<file path="config.mk">
export PLATFORM = sky130hd
export DESIGN_NAME = step_seq_core
export DESIGN_NICKNAME = d
export VERILOG_FILES = /design/src/rtl/seq_pkg.sv /design/src/rtl/seq_fsm.sv /design/src/rtl/seq_grid.sv /design/src/rtl/step_seq_core.sv
export SDC_FILE = /design/constraint.sdc
export NUM_CORES = 1
export LEC_CHECK = 0
export BUFFER_PORTS_ARGS = -buffer_cell sky130_fd_sc_hd__buf_2
export CAP_MARGIN = 20
export CORE_MARGIN = 8
export CORE_UTILIZATION = 68
export CTS_BUF_LIST = sky130_fd_sc_hd__clkbuf_2 sky130_fd_sc_hd__clkbuf_4 sky130_fd_sc_hd__clkbuf_8
export DETAILED_ROUTE_END_ITERATION = 7
export GPL_ROUTABILITY_DRIVEN = 0
export HOLD_SLACK_MARGIN = 0.15
export PLACE_DENSITY = 0.85
export SETUP_SLACK_MARGIN = 0.5
export SYNTH_ARGS = -nofsm -noshare
export SYNTH_HDL_FRONTEND = slang
export SYNTH_HIERARCHICAL = 1
export SYNTH_SLANG_ARGS = --single-unit
</file>
<file path="constraint.sdc">
create_clock -name clk -period 4.39 [get_ports clk]
set_clock_uncertainty 0.15 [all_clocks]
set_input_delay 0.878 -clock clk [delete_from_list [all_inputs] [get_ports clk]]
set_output_delay 0.878 -clock clk [all_outputs]
set_load 0.02 [all_outputs]
</file>
<file path="src/rtl/seq_pkg.sv">
package seq_pkg;
  localparam int unsigned SEQ_STEPS = 16;
  localparam int unsigned SEQ_ROWS  = 5;
  localparam int unsigned SEQ_SW    = $clog2(SEQ_STEPS);
endpackage

</file>
<file path="src/rtl/seq_fsm.sv">
module seq_fsm #(
  parameter int unsigned NSTEPS = seq_pkg::SEQ_STEPS,
  localparam int unsigned SW = $clog2(NSTEPS)
) (
  input  logic          clk,
  input  logic          rst_n,
  input  logic          tick,
  input  logic          start,
  input  logic          stop,
  input  logic          pause,
  input  logic [1:0]    len_sel,
  output logic          idle,
  output logic          playing,
  output logic [SW-1:0] step
);
  localparam logic [NSTEPS:0] IDLE_ST = (NSTEPS+1)'(1);
  localparam logic [NSTEPS:0] STEP0_ST = (NSTEPS+1)'(2);

  // bit 0 = idle, bit k+1 = step k
  logic [NSTEPS:0] st_q, st_d;
  logic [SW-1:0]   last;

  always_comb begin
    if (len_sel[1])      last = SW'(NSTEPS/4 - 1);
    else if (len_sel[0]) last = SW'(NSTEPS/2 - 1);
    else                 last = SW'(NSTEPS - 1);
  end

  always_comb begin
    step = '0;
    for (int k = 0; k < NSTEPS; k++)
      if (st_q[k+1]) step = step | SW'(k);
  end

  assign idle    = st_q[0];
  assign playing = ~st_q[0];

  always_comb begin
    st_d = st_q;
    if (st_q[0]) begin
      if (start && !stop) st_d = STEP0_ST;
    end else if (stop) begin
      st_d = IDLE_ST;
    end else if (tick && !pause) begin
      if (step >= last) st_d = STEP0_ST;
      else              st_d = st_q << 1;
    end
  end

  always_ff @(posedge clk or negedge rst_n)
    if (!rst_n) st_q <= IDLE_ST;
    else        st_q <= st_d;


  idle_hold_chk: assert property (@(posedge clk) disable iff (!rst_n)
    (idle && !start) |=> idle);

  advance_chk: assert property (@(posedge clk) disable iff (!rst_n)
    (playing && !stop && !pause && tick && step < last) |=> (step == $past(step) + 1'b1));

  pause_hold_chk: assert property (@(posedge clk) disable iff (!rst_n)
    (playing && !stop && pause) |=> (playing && $stable(step)));

  stop_idle_chk: assert property (@(posedge clk) disable iff (!rst_n)
    (playing && stop) |=> (idle && step == '0));
endmodule

</file>
<file path="src/rtl/seq_grid.sv">
module seq_grid #(
  parameter int unsigned NROWS  = seq_pkg::SEQ_ROWS,
  parameter int unsigned NSTEPS = seq_pkg::SEQ_STEPS,
  localparam int unsigned SW = $clog2(NSTEPS)
) (
  input  logic             clk,
  input  logic             rst_n,
  input  logic             we,
  input  logic [SW-1:0]    sel,
  input  logic [NROWS-1:0] wdata,
  output logic [NROWS-1:0] rdata
);
  for (genvar r = 0; r < NROWS; r++) begin : g_row
    logic [NSTEPS-1:0] row_q;
    always_ff @(posedge clk or negedge rst_n)
      if (!rst_n)  row_q <= '0;
      else if (we) row_q[sel] <= wdata[r];
    assign rdata[r] = row_q[sel];
  end
endmodule

</file>
<file path="src/rtl/step_seq_core.sv">
module step_seq_core #(
  parameter int unsigned NROWS  = seq_pkg::SEQ_ROWS,
  parameter int unsigned NSTEPS = seq_pkg::SEQ_STEPS,
  localparam int unsigned SW = $clog2(NSTEPS)
) (
  input  logic             clk,
  input  logic             rst_n,
  input  logic             tick,
  input  logic             start,
  input  logic             stop,
  input  logic             pause,
  input  logic [1:0]       len_sel,
  input  logic [NROWS-1:0] wr_bits,
  output logic [SW-1:0]    step_idx,
  output logic [NROWS-1:0] col_bits,
  output logic             idle
);
  logic          playing;
  logic [SW-1:0] step;
  logic [NROWS-1:0] rd;

  seq_fsm #(.NSTEPS(NSTEPS)) u_fsm (
    .clk(clk), .rst_n(rst_n), .tick(tick), .start(start), .stop(stop),
    .pause(pause), .len_sel(len_sel), .idle(idle), .playing(playing), .step(step)
  );

  seq_grid #(.NROWS(NROWS), .NSTEPS(NSTEPS)) u_grid (
    .clk(clk), .rst_n(rst_n), .we(playing & pause & ~stop), .sel(step),
    .wdata(wr_bits), .rdata(rd)
  );

  assign step_idx = step;
  assign col_bits = idle ? '0 : rd;


  write_seen_chk: assert property (@(posedge clk) disable iff (!rst_n)
    (!idle && pause && !stop) |=> (col_bits == $past(wr_bits)));

  idle_quiet_chk: assert property (@(posedge clk) disable iff (!rst_n)
    (!idle && stop) |=> (col_bits == '0));
endmodule

</file>
# After elaboration in Yosys (flattened, before gate mapping)
# Index checks and enable logic that the tools add are counted.
[word_totals]
elab_cells = 62
reg_bits = 97
[op_classes]
eq_ne = 1
bitwise = 4
reduce_logical = 7
n_lt_le_gt_ge = 3
muxes = 40
[ops]
columns = ["operator", "n"]
rows = [
  ["2-to-1 mux 17 bit", 5],
  ["bitwise mux 16 bit", 5],
  ["2-to-1 mux 4 bit", 10],
  ["binary-select mux 1 bit (select 4 bit)", 5],
  ["2-to-1 mux 3 bit", 4],
  ["2-to-1 mux 1 bit", 7],
  ["less-than comparator 4 x 5 -> 1 bit (second input constant)", 1],
  ["2-to-1 mux 5 bit", 1],
  ["demux 1 bit (select 4 bit)", 1],
  ["greater-or-equal comparator 4 x 1 -> 1 bit (second input constant)", 1],
  ["greater-or-equal comparator 4 bit", 1],
  ["2-to-1 mux 2 bit", 2],
  ["logical AND 1 bit", 3],
  ["nonzero test 3 bit", 1],
  ["bitwise AND 1 bit", 2],
  ["logical NOT 1 bit", 2],
  ["!= test 2 bit (second input constant)", 1],
  ["NOT 1 bit", 2],
  ["AND reduction 2 bit", 1],
]

# Depth between registers and ports, before layout
# Gate-level depths: netlist of run 1.
[depth]
depth_word = 20
ltp_mapped = 9
depth_no_buf = 7

# Modules after synthesis
# The synthesis of run 1 kept the hierarchy.
[modules_own_cells]
columns = ["module", "cells_per_inst", "n_inst", "area_each_um2", "seq_area_each_um2"]
rows = [
  ["seq_grid", 245, 1, 3792.4, 2001.9],
  ["seq_fsm", 107, 1, 957.2, 426.7],
  ["step_seq_core", 6, 1, 40.0, 0.0],
]

# Worst setup path after synthesis of run 1
# OpenSTA, ideal clock, no wires.
[synth_timing]
path_kind = "register to output"
start = "register u_fsm.st_q[14]"
end = "output col_bits[1]"
arrival_time_ns = 2.513
stages_incl_launch_ff = 10
path_slack_ns = 0.849
path_cell_list = "dfrtp_1 or4_1 nor2_4 nand2_1 buf_4 buf_6 mux4_2 a22oi_1 nand3_1 nor2b_1"
[synth_between]
elab_chain_len = 6
[synth_rtl]
columns = ["item", "line", "rtl"]
rows = [
  ["from (decl)", "seq_fsm.sv:20", "logic [NSTEPS:0] st_q, st_d;"],
  ["from (signal assigned)", "seq_fsm.sv:52", "else st_q <= st_d;"],
  ["2-to-1 mux 4 bit (3 in a row)", "seq_fsm.sv:32", "if (st_q[k+1]) step = step | SW'(k);"],
  ["named net step_idx[0]", "step_seq_core.sv:14", "output logic [SW-1:0] step_idx,"],
  ["binary-select mux 1 bit (select 4 bit)", "seq_grid.sv:18", "assign rdata[r] = row_q[sel];"],
  ["2-to-1 mux 1 bit (implied by the code)", "seq_grid.sv:18", ""],
  ["named net rd[1]", "step_seq_core.sv:20", "logic [NROWS-1:0] rd;"],
  ["2-to-1 mux 5 bit", "step_seq_core.sv:33", "assign col_bits = idle ? '0 : rd;"],
  ["to (decl)", "step_seq_core.sv:15", "output logic [NROWS-1:0] col_bits,"],
]
# The timed path passes the listed nets, and every way through them passes these cells. The select of a mux whose other input is x is not followed.

# Worst setup path after layout of run 1
[layout_timing]
start = "register u_fsm.st_q[16]"
end = "output col_bits[2]"
[layout_between]
elab_chain_len = 4
[layout_rtl]
columns = ["item", "line"]
rows = [
  ["2-to-1 mux 4 bit", "seq_fsm.sv:32"],
  ["binary-select mux 1 bit (select 4 bit)", "seq_grid.sv:18"],
  ["2-to-1 mux 1 bit (implied by the code)", "seq_grid.sv:18"],
  ["named net rd[2]", "step_seq_core.sv:20"],
  ["2-to-1 mux 5 bit", "step_seq_core.sv:33"],
]
# The timed path passes the listed nets, and every way through them passes these cells. The select of a mux whose other input is x is not followed.

==> flow_metrics.tcl, run 1 <==
set metrics [dict create \
    hold-path-endpoint "u_grid/g_row[0].row_q[6]$_DFFE_PN0P_" \
    start_util_pct 70.50 \
    cts_tree "built" \
    startpoint "u_fsm/st_q[16]$_DFFE_PN0P_" \
    antenna_left 0 \
    syn_avg_cell_area_um2 13.38 \
    cts_buffers 9 \
    viasPerCell 6.653 \
    cts.sinks 97 \
    worstHoldStart "u_grid/g_row[0].row_q[6]$_DFFE_PN0P_" \
    clockBufferDepth 2 \
    ys_ff_latch 97 \
    antenna_found_initial 0 \
    irDropWorstVdd_v 0.0002625 \
    synth_area_leaders "dfrtp_1, mux2_2, mux4_2" \
    htree_levels 3 \
    fillerInstances 374 \
    min_period_ns 3.822 \
    ys_async_sr_fraction_pct 100.0 \
    reg2regPathDepth 8 \
    syn2layout_area_growth_pct 12.46 \
    root_buffer "clkbuf_8" \
    fp-row-count 30 \
    timing.hold.ws_ns 0.3592 \
    synth_edf_count 0 \
    clkTransAtPathRegs_ns 0.10 \
    power_density_nw_per_um2 334.5 \
    crit_arrival_ns 2.79 \
    drv_slew 0 \
    status "completed" \
    synthFlopType "dfrtp_1" \
    grt_overflow 0 \
    grt_max_degree 76 \
    tightestPinTransition_ns 0.9719 \
    yosysWarnings 6 \
    rsz0062_at_grt "false" \
    startpoint_type "flip-flop" \
    die_area_um2 9985 \
    mostFrequentLayoutCell "dfrtp_1" \
    cap_violations 0 \
    hp-class "flip-flop to flip-flop" \
    grt.total_usage_pct 22.18 \
    critPathCaptureType "output pin" \
    fp.dieW_um 99.93 \
    num_antenna_cells 0 \
    mostFrequentLayoutCells "dfrtp_1, mux2_2, nand3_1" \
    max_freq_ghz 0.2617 \
    hold_viol 0 \
    io_pins 23 \
    fin_tns_setup_ns 0 \
    route.detailed.drc 0 \
    syn-instance-count 358 \
    slew_headroom_pct 35.21 \
    r2r_start "u_fsm/st_q[16]$_DFFE_PN0P_" \
    worstSkewPairLatency_ns 0.35 \
    finalWirelength_um 10980 \
    dp_hpwl_um 7089 \
    ys_seq_area_share_pct 50.71 \
    final_nets 404 \
    min_delay_path_depth 1 \
    synth_top_area_share_pct 50.16 \
    coreArea_um2 6794 \
    finalCritPeriodShare_pct 87.06 \
    postSynthNetCount 373 \
    synth_cell_types 40 \
    setup_viol 0 \
    num_vias 3260 \
    yosysTopAreaCell "dfrtp_1" \
    r2r_slack_ns 1.52 \
    routedWlPerCell_um 22.41 \
    first_pass_iters 5 \
    p_leak_nw 2.502 \
    grt_pass1_vias 3390 \
    drt-initial-drc-count 363 \
    drive_above_1_share_pct 48.22 \
    cts_hold_buf 0 \
    path_class "flip-flop to output pin" \
    cp.required_ns 3.36 \
    dieHeight_um 99.93 \
    port_buffers 22 \
    grt_pass1_wl_um 17340 \
    netlist_area_um2 4790 \
    reg2reg_to "u_grid/g_row[1].row_q[6]$_DFFE_PN0P_" \
    cp_max_fo 5 \
]
-- synthesized netlist by cell type, types with 3 or more instances --
master and number:
mux2_4 5, a22oi_1 5, a21oi_1 3, nand2_1 20
mux4_2 20, a32o_1 3, buf_2 3, nor4_1 3
nor2_1 10, nand3_1 27, nor3_2 6, nor2b_1 9
nand4_1 3, dfrtp_1 96, o211ai_1 9, o21ai_0 13
buf_6 4, mux2_2 75, clkbuf_1 12
-- worst max-delay path by stage --
stage                  endpoint  cells after the start
detailed placement  col_bits[1]                      9
floorplan           col_bits[1]                      9
global route        col_bits[2]                      9
global placement    col_bits[3]                      9
CTS                 col_bits[3]                      9
finish              col_bits[2]                      9
-- per-stage QoR --
stage / instance area (µm²) / setup slack, ns / cells / power, mW / utilization, %
final: 5386 / 0.5682 / 490 / 1.802 / 79.28
after global routing: 5386 / 0.4819 / 490 / 1.861 / 79.28
after CTS: 5219 / 0.5130 / 478 / 1.788 / 76.81
after detailed placement: 4957 / 0.7545 / 461 / 1.150 / 72.97
after global placement: 4950 / 0.8265 / 460 / 1.141 / 72.85
after floorplan: 4790 / 0.8492 / 358 / 1.085 / -
-- logic make-up after synthesis --
kind of cell	after synthesis	share of synthesized area, %
compound gates	36	5.199
fa+ha+maj	2	0.5224
buf+inv	25	2.821
flops	97	50.71
mux	100	28.60
simple gates	98	12.15
-- routing by layer --
metal  global-route usage [%]  up-vias  share of wire (%)
li1                         -     1392                  -
met1                    28.42     1699                 41
met2                    35.56      155                 51
met3                    5.121       14                7.0
met4                    8.731        0                1.2
met5                    1.639        -                  0
-- where the power goes --
part	switching (mW)	total (mW)	internal, mW
Clock	0.310	0.636	0.326
Combinational	0.111	0.223	0.112
Sequential	0.0205	0.942	0.921
Total	0.442	1.80	1.36
-- critical path: stages (launching register included) --
cell,delay (ns)
dfrtp_1,0.43
or4_4,0.54
nor2_4,0.14
nand2_4,0.11
buf_12,0.18
mux4_2,0.43
a22oi_2,0.22
nand3_1,0.09
nor2b_1,0.13
buf_4,0.16
-- repair_timing --
action                                  CTS  global route
pin swaps                                 1             7
resized for setup                         7            12
gates cloned                              0             2
setup buffers                             1            10
endpoints found under the setup margin    5             5
-- cell type report --
type	instances	area, µm²	area share [%]
Tap cell	96	120.1	2.230
Sequential cell	97	2429	45.09
Clock buffer	9	123.9	2.300
Clock inverter	7	98.84	1.835
Inverter	2	7.507	0.1394
Multi-Input combinational cell	236	2272	42.18
Timing Repair Buffer	43	335.3	6.225
-- flip-flops by register name (all words and copies together) (netlist names) --
name                cells
u_grid/g_row.row_q     80
u_fsm/st_q             17
No activity file was read; power rests on OpenSTA's default activity.
==> inputs of run 2 (changes only) <==
--- a/config.mk
+++ b/config.mk
@@ -13,6 +13,7 @@
 export DETAILED_ROUTE_END_ITERATION = 7
 export GPL_ROUTABILITY_DRIVEN = 0
 export HOLD_SLACK_MARGIN = 0.15
+export MAX_ROUTING_LAYER = met4
 export PLACE_DENSITY = 0.85
 export SETUP_SLACK_MARGIN = 0.5
 export SYNTH_ARGS = -nofsm -noshare
==> flow_metrics.tcl, run 2 (synthesis gave the netlist of run 1 again) <==
set metrics [dict create \
    fp-row-count 30 \
    power_density_nw_per_um2 338.5 \
    antenna_found_initial 0 \
    cp.required_ns 3.36 \
    r2r_slack_ns 1.36 \
    io_pins 23 \
    fin_tns_setup_ns 0 \
    critPathCaptureType "output pin" \
    power_frac_seq_pct 52.5 \
    placed_cells 461 \
    p_sw_share_pct 24.66 \
    r2r_start "u_fsm/st_q[14]$_DFFE_PN0P_" \
    combPwrFrac_pct 12.0 \
    setup_viol 0 \
    hp-class "flip-flop to flip-flop" \
    routedWlPerCell_um 22.57 \
    slew_headroom_pct 37.42 \
    cts.sinks 97 \
    hold_viol 0 \
    instances_no_fill 484 \
    timing.hold.ws_ns 0.3602 \
    drv_slew 0 \
    startpoint_type "flip-flop" \
    multi_input_area_um2 2265 \
    hold-path-endpoint "u_grid/g_row[1].row_q[14]$_DFFE_PN0P_" \
    power_mw 1.796 \
    path_class "flip-flop to output pin" \
    reg2reg_to "u_grid/g_row[1].row_q[6]$_DFFE_PN0P_" \
    status "completed" \
    antenna_left 0 \
    tightestPinTransition_ns 0.9387 \
    top_regs "u_grid/g_row.row_q x80, u_fsm/st_q x17" \
    grt_pass1_wl_um 17340 \
    fillerInstances 382 \
    coreArea_um2 6794 \
    clockBufferDepth 2 \
    num_antenna_cells 0 \
    cts_tree "built" \
    dp_hpwl_um 7089 \
    p_int_mw 1.353 \
    syn2layout_area_growth_pct 10.79 \
    mostFrequentLayoutCells "dfrtp_1, mux2_2, nand3_1" \
    seqCellArea_um2 2429 \
    viasPerCell 6.700 \
    irDropWorstVdd_v 0.0002591 \
    first_pass_iters 5 \
    drt-initial-drc-count 321 \
    reg2regPathDepth 9 \
    finalCritPeriodShare_pct 87.80 \
    p_sw_mw 0.4430 \
    worstHoldStart "u_grid/g_row[1].row_q[14]$_DFFE_PN0P_" \
    regMostFlops "u_grid/g_row.row_q" \
    rsz0062_at_grt "true" \
    port_buffers 22 \
    root_buffer "clkbuf_8" \
    clock_power_share_pct 35.6 \
    crit_arrival_ns 2.83 \
    dieHeight_um 99.93 \
    route.detailed.drc 0 \
    largest_reg_flops 80 \
    final_nets 398 \
    mostFrequentLayoutCell "dfrtp_1" \
    clkTransAtPathRegs_ns 0.10 \
    min_period_ns 3.855 \
    cts_buffers 9 \
    grt_pass1_vias 3381 \
    grt_max_degree 76 \
    finalWirelength_um 10920 \
    start_util_pct 70.50 \
    cap_violations 0 \
    p_leak_nw 2.465 \
    fp.dieW_um 99.93 \
    worstSkewPairLatency_ns 0.35 \
    drive_above_1_share_pct 46.91 \
    grt.total_usage_pct 22.82 \
    max_freq_ghz 0.2594 \
    grt_overflow 0 \
    num_vias 3243 \
    die_area_um2 9985 \
    min_delay_path_depth 1 \
    htree_levels 3 \
    cp_max_fo 8 \
]
[run 2: changes by cell type in the layout (fill, tap and decap cells not counted), sizes merged]
cell and delta:
buf -5, clkbuf -1
[run 2: cell type report]
cell class | instances | area share, %
multi-input cells | 236 | 42.68
well taps | 96 | 2.264
inverters | 2 | 0.1415
clock buffers | 9 | 2.334
clock inverters | 7 | 1.863
repair buffers | 37 | 4.952
flip-flops and latches | 97 | 45.77
[run 2: worst max path at each step]
stage	startpoint	to	slack, ns	cells past startpoint
4_1_cts	u_fsm/st_q[14]$_DFFE_PN0P_	col_bits[3]	0.51	9
3_3_place_gp	u_fsm/st_q[14]$_DFFE_PN0P_	col_bits[3]	0.83	9
2_1_floorplan	u_fsm/st_q[14]$_DFFE_PN0P_	col_bits[1]	0.85	9
6_report	u_fsm/st_q[14]$_DFFE_PN0P_	col_bits[3]	0.54	9
3_5_place_dp	u_fsm/st_q[14]$_DFFE_PN0P_	col_bits[1]	0.75	9
5_1_grt	u_fsm/st_q[15]$_DFFE_PN0P_	col_bits[3]	0.45	9
[run 2: layer usage]
metal  vias up  GRT usage (%)  part of all wire, %
met5         -              -                    0
met4         0          8.731                  1.7
met3        27          4.706                  6.8
met2       157          35.56                   51
met1      1682          28.87                   41
li1       1377              -                    -
[run 2: through the flow]
stage | utilization (%) | setup slack (ns) | cell area (µm²)
after floorplan | - | 0.8492 | 4790
after global placement | 72.85 | 0.8265 | 4950
after detailed placement | 72.97 | 0.7545 | 4957
after CTS | 76.81 | 0.5130 | 5219
after global routing | 78.10 | 0.4529 | 5306
final | 78.10 | 0.5354 | 5306
[run 2: what timing repair did]
item                                    CTS  global route
setup buffers                             1             5
pin swaps                                 1             3
endpoints found under the setup margin    5             5
hold buffers                              0             0
cloned                                    0             1
gates resized for setup                   7             7
[run 2: critical path, cell delays in order (launching register included)]
cell     delay [ns]
dfrtp_1        0.44
or4_4          0.56
nor2_4         0.13
nand2_4        0.09
buf_12         0.20
mux4_2         0.44
a22oi_2        0.22
nand3_1        0.09
nor2b_1        0.14
buf_2          0.16
[run 2: power groups by stage]
| stage | Clock (mW) | Sequential, mW | Combinational (mW) |
|---|---|---|---|
| 6_report | 0.639 | 0.942 | 0.215 |
| 5_1_grt | 0.677 | 0.945 | 0.231 |
| 4_1_cts | 0.645 | 0.941 | 0.203 |
| 3_5_place_dp | 0 | 0.957 | 0.192 |
| 3_3_place_gp | 0 | 0.956 | 0.185 |
| 2_1_floorplan | 0 | 0.951 | 0.134 |
==> inputs of run 3 (changes only) <==
--- a/config.mk
+++ b/config.mk
@@ -13,8 +13,8 @@
 export DETAILED_ROUTE_END_ITERATION = 7
 export GPL_ROUTABILITY_DRIVEN = 0
 export HOLD_SLACK_MARGIN = 0.15
-export MAX_ROUTING_LAYER = met4
 export PLACE_DENSITY = 0.85
+export RECOVER_POWER = 50
 export SETUP_SLACK_MARGIN = 0.5
 export SYNTH_ARGS = -nofsm -noshare
 export SYNTH_HDL_FRONTEND = slang
==> flow_metrics.tcl, run 3 (synthesis gave the netlist of run 1 again) <==
set metrics [dict create \
    status "complete, but fails checks" \
    violations "capacitance limit, slew limit" \
    power_density_nw_per_um2 335.5 \
    startpoint_type "flip-flop" \
    top_regs "u_grid/g_row.row_q x80, u_fsm/st_q x17" \
    viasPerCell 6.639 \
    routedWlPerCell_um 22.49 \
    first_pass_iters 5 \
    regMostFlops "u_grid/g_row.row_q" \
    combPwrFrac_pct 12.3 \
    cts.sinks 97 \
    num_antenna_cells 0 \
    placed_cells 461 \
    p_sw_share_pct 24.59 \
    fillerInstances 378 \
    hold_viol 0 \
    path_cells "or4_4, nor2_1, nand2_2, buf_6, mux4_2, a22oi_2, nand3_1, nor2b_1, buf_4" \
    p_sw_mw 0.4432 \
    grt_pass1_vias 3390 \
    port_buffers 22 \
    dp_slack_ns 0.7545 \
    coreArea_um2 6794 \
    dp_hpwl_um 7089 \
    finalCritPeriodShare_pct 92.45 \
    instances_no_fill 490 \
    critPathBufInv 2 \
    die_area_um2 9985 \
    path_class "flip-flop to output pin" \
    mostFrequentLayoutCell "dfrtp_1" \
    cp_max_fo 16 \
    p_leak_nw 2.492 \
    dieHeight_um 99.93 \
    min_period_ns 4.059 \
    setup_viol 0 \
    fp-row-count 30 \
    clock_power_share_pct 35.4 \
    critPathCaptureType "output pin" \
    fin_tns_setup_ns 0 \
    num_vias 3253 \
    clkTransAtPathRegs_ns 0.10 \
    grt_overflow 0 \
    cp.required_ns 3.36 \
    start_util_pct 70.50 \
    antenna_found_initial 0 \
    p_int_mw 1.359 \
    cts_tree "built" \
    worstSkewPairLatency_ns 0.35 \
    cpMaxStageDelayCell "or4_4" \
    cpPeakStageDelay_ns 0.56 \
    cap_violations 1 \
    largest_reg_flops 80 \
    r2r_slack_ns 1.37 \
    grt_pass1_wl_um 17340 \
    irDropWorstVdd_v 0.0002624 \
    final_nets 404 \
    power_frac_seq_pct 52.2 \
    drive_above_1_share_pct 47.21 \
    root_buffer "clkbuf_8" \
    syn2layout_area_growth_pct 12.15 \
    grt_max_degree 76 \
    clockBufferDepth 2 \
    rsz0062_at_grt "false" \
    io_pins 23 \
    route.detailed.drc 0 \
    drv_slew 76 \
    mostFrequentLayoutCells "dfrtp_1, mux2_2, nand3_1" \
    antenna_left 0 \
    hp-class "flip-flop to flip-flop" \
    cts_buffers 9 \
    timing.hold.ws_ns 0.3595 \
    fin_ws_ns 0.3313 \
    slew_headroom_pct -22.91 \
    tightestPinTransition_ns 1.844 \
    grt.total_usage_pct 22.18 \
    fp.dieW_um 99.93 \
    max_freq_ghz 0.2464 \
    finalWirelength_um 11020 \
    crit_arrival_ns 3.03 \
    htree_levels 3 \
    cp_top_family "simple AND/OR/NAND/NOR gates" \
    power_mw 1.802 \
    drt-initial-drc-count 360 \
]
[run 3: cell types whose count changed in the layout (fill, tap and decap cells not counted), sizes merged]
cell / previous run / this run
buf: 36 / 38
clkbuf: 10 / 14
[run 3: final timing paths]
| path | cells past startpoint | startpoint | endpoint |
|---|---|---|---|
| worst max-delay path | 9 | u_fsm/st_q[15]$_DFFE_PN0P_ | col_bits[2] |
| worst min-delay path | 1 | u_grid/g_row[3].row_q[6]$_DFFE_PN0P_ | u_grid/g_row[3].row_q[6]$_DFFE_PN0P_ |
| worst max register to register | 7 | u_fsm/st_q[15]$_DFFE_PN0P_ | u_grid/g_row[2].row_q[5]$_DFFE_PN0P_ |
| worst min register to register | 1 | u_grid/g_row[3].row_q[6]$_DFFE_PN0P_ | u_grid/g_row[3].row_q[6]$_DFFE_PN0P_ |
| max in group asynchronous | 2 | rst_n | u_grid/g_row[0].row_q[0]$_DFFE_PN0P_ |
| min in group asynchronous | 1 | rst_n | u_grid/g_row[4].row_q[11]$_DFFE_PN0P_ |
[run 3: timing repair]
item	CTS	global route
hold buffers	0	0
pin swaps	1	7
gates cloned	0	2
setup buffers	1	10
setup endpoints to repair	5	5
resized for setup	7	12
[run 3: power groups by stage]
stage	Sequential [mW]	Combinational, mW	Clock, mW
3_5_place_dp	0.957	0.192	0
5_1_grt	0.944	0.238	0.677
2_1_floorplan	0.951	0.134	0
3_3_place_gp	0.956	0.185	0
6_report	0.941	0.222	0.638
4_1_cts	0.941	0.203	0.645
[run 3: through the flow]
stage               util [%]  cell area [µm²]
detailed placement     72.97             4957
global route           79.06             5371
floorplan                  -             4790
CTS                    76.81             5219
finish                 79.06             5371
global placement       72.85             4950
[run 3: layout make-up]
cell class | count | area (µm²) | area share (%)
clock buffer | 9 | 123.9 | 2.306
clock inverter | 7 | 98.84 | 1.840
inverter | 2 | 7.507 | 0.1398
multi-input combinational | 236 | 2265 | 42.16
sequential | 97 | 2429 | 45.21
tap | 96 | 120.1 | 2.236
timing repair buffer | 43 | 327.8 | 6.103
[run 3: worst register-to-register path, stage by stage, from the launching register on]
cell and delay [ns]:
dfrtp_1 0.46, or4_4 0.56, nor2_1 0.40, nand2_2 0.14, buf_6 0.21, nand2b_4 0.18, nor2_1 0.41, mux2_2 0.39
[run 3: metal layers]
layer,vias to the layer above,GRT usage (%),part of all wire (%)
li1,1394,-,-
met1,1690,28.42,41
met2,154,35.56,51
met3,15,5.121,6.8
met4,0,8.731,1.5
met5,-,1.639,0
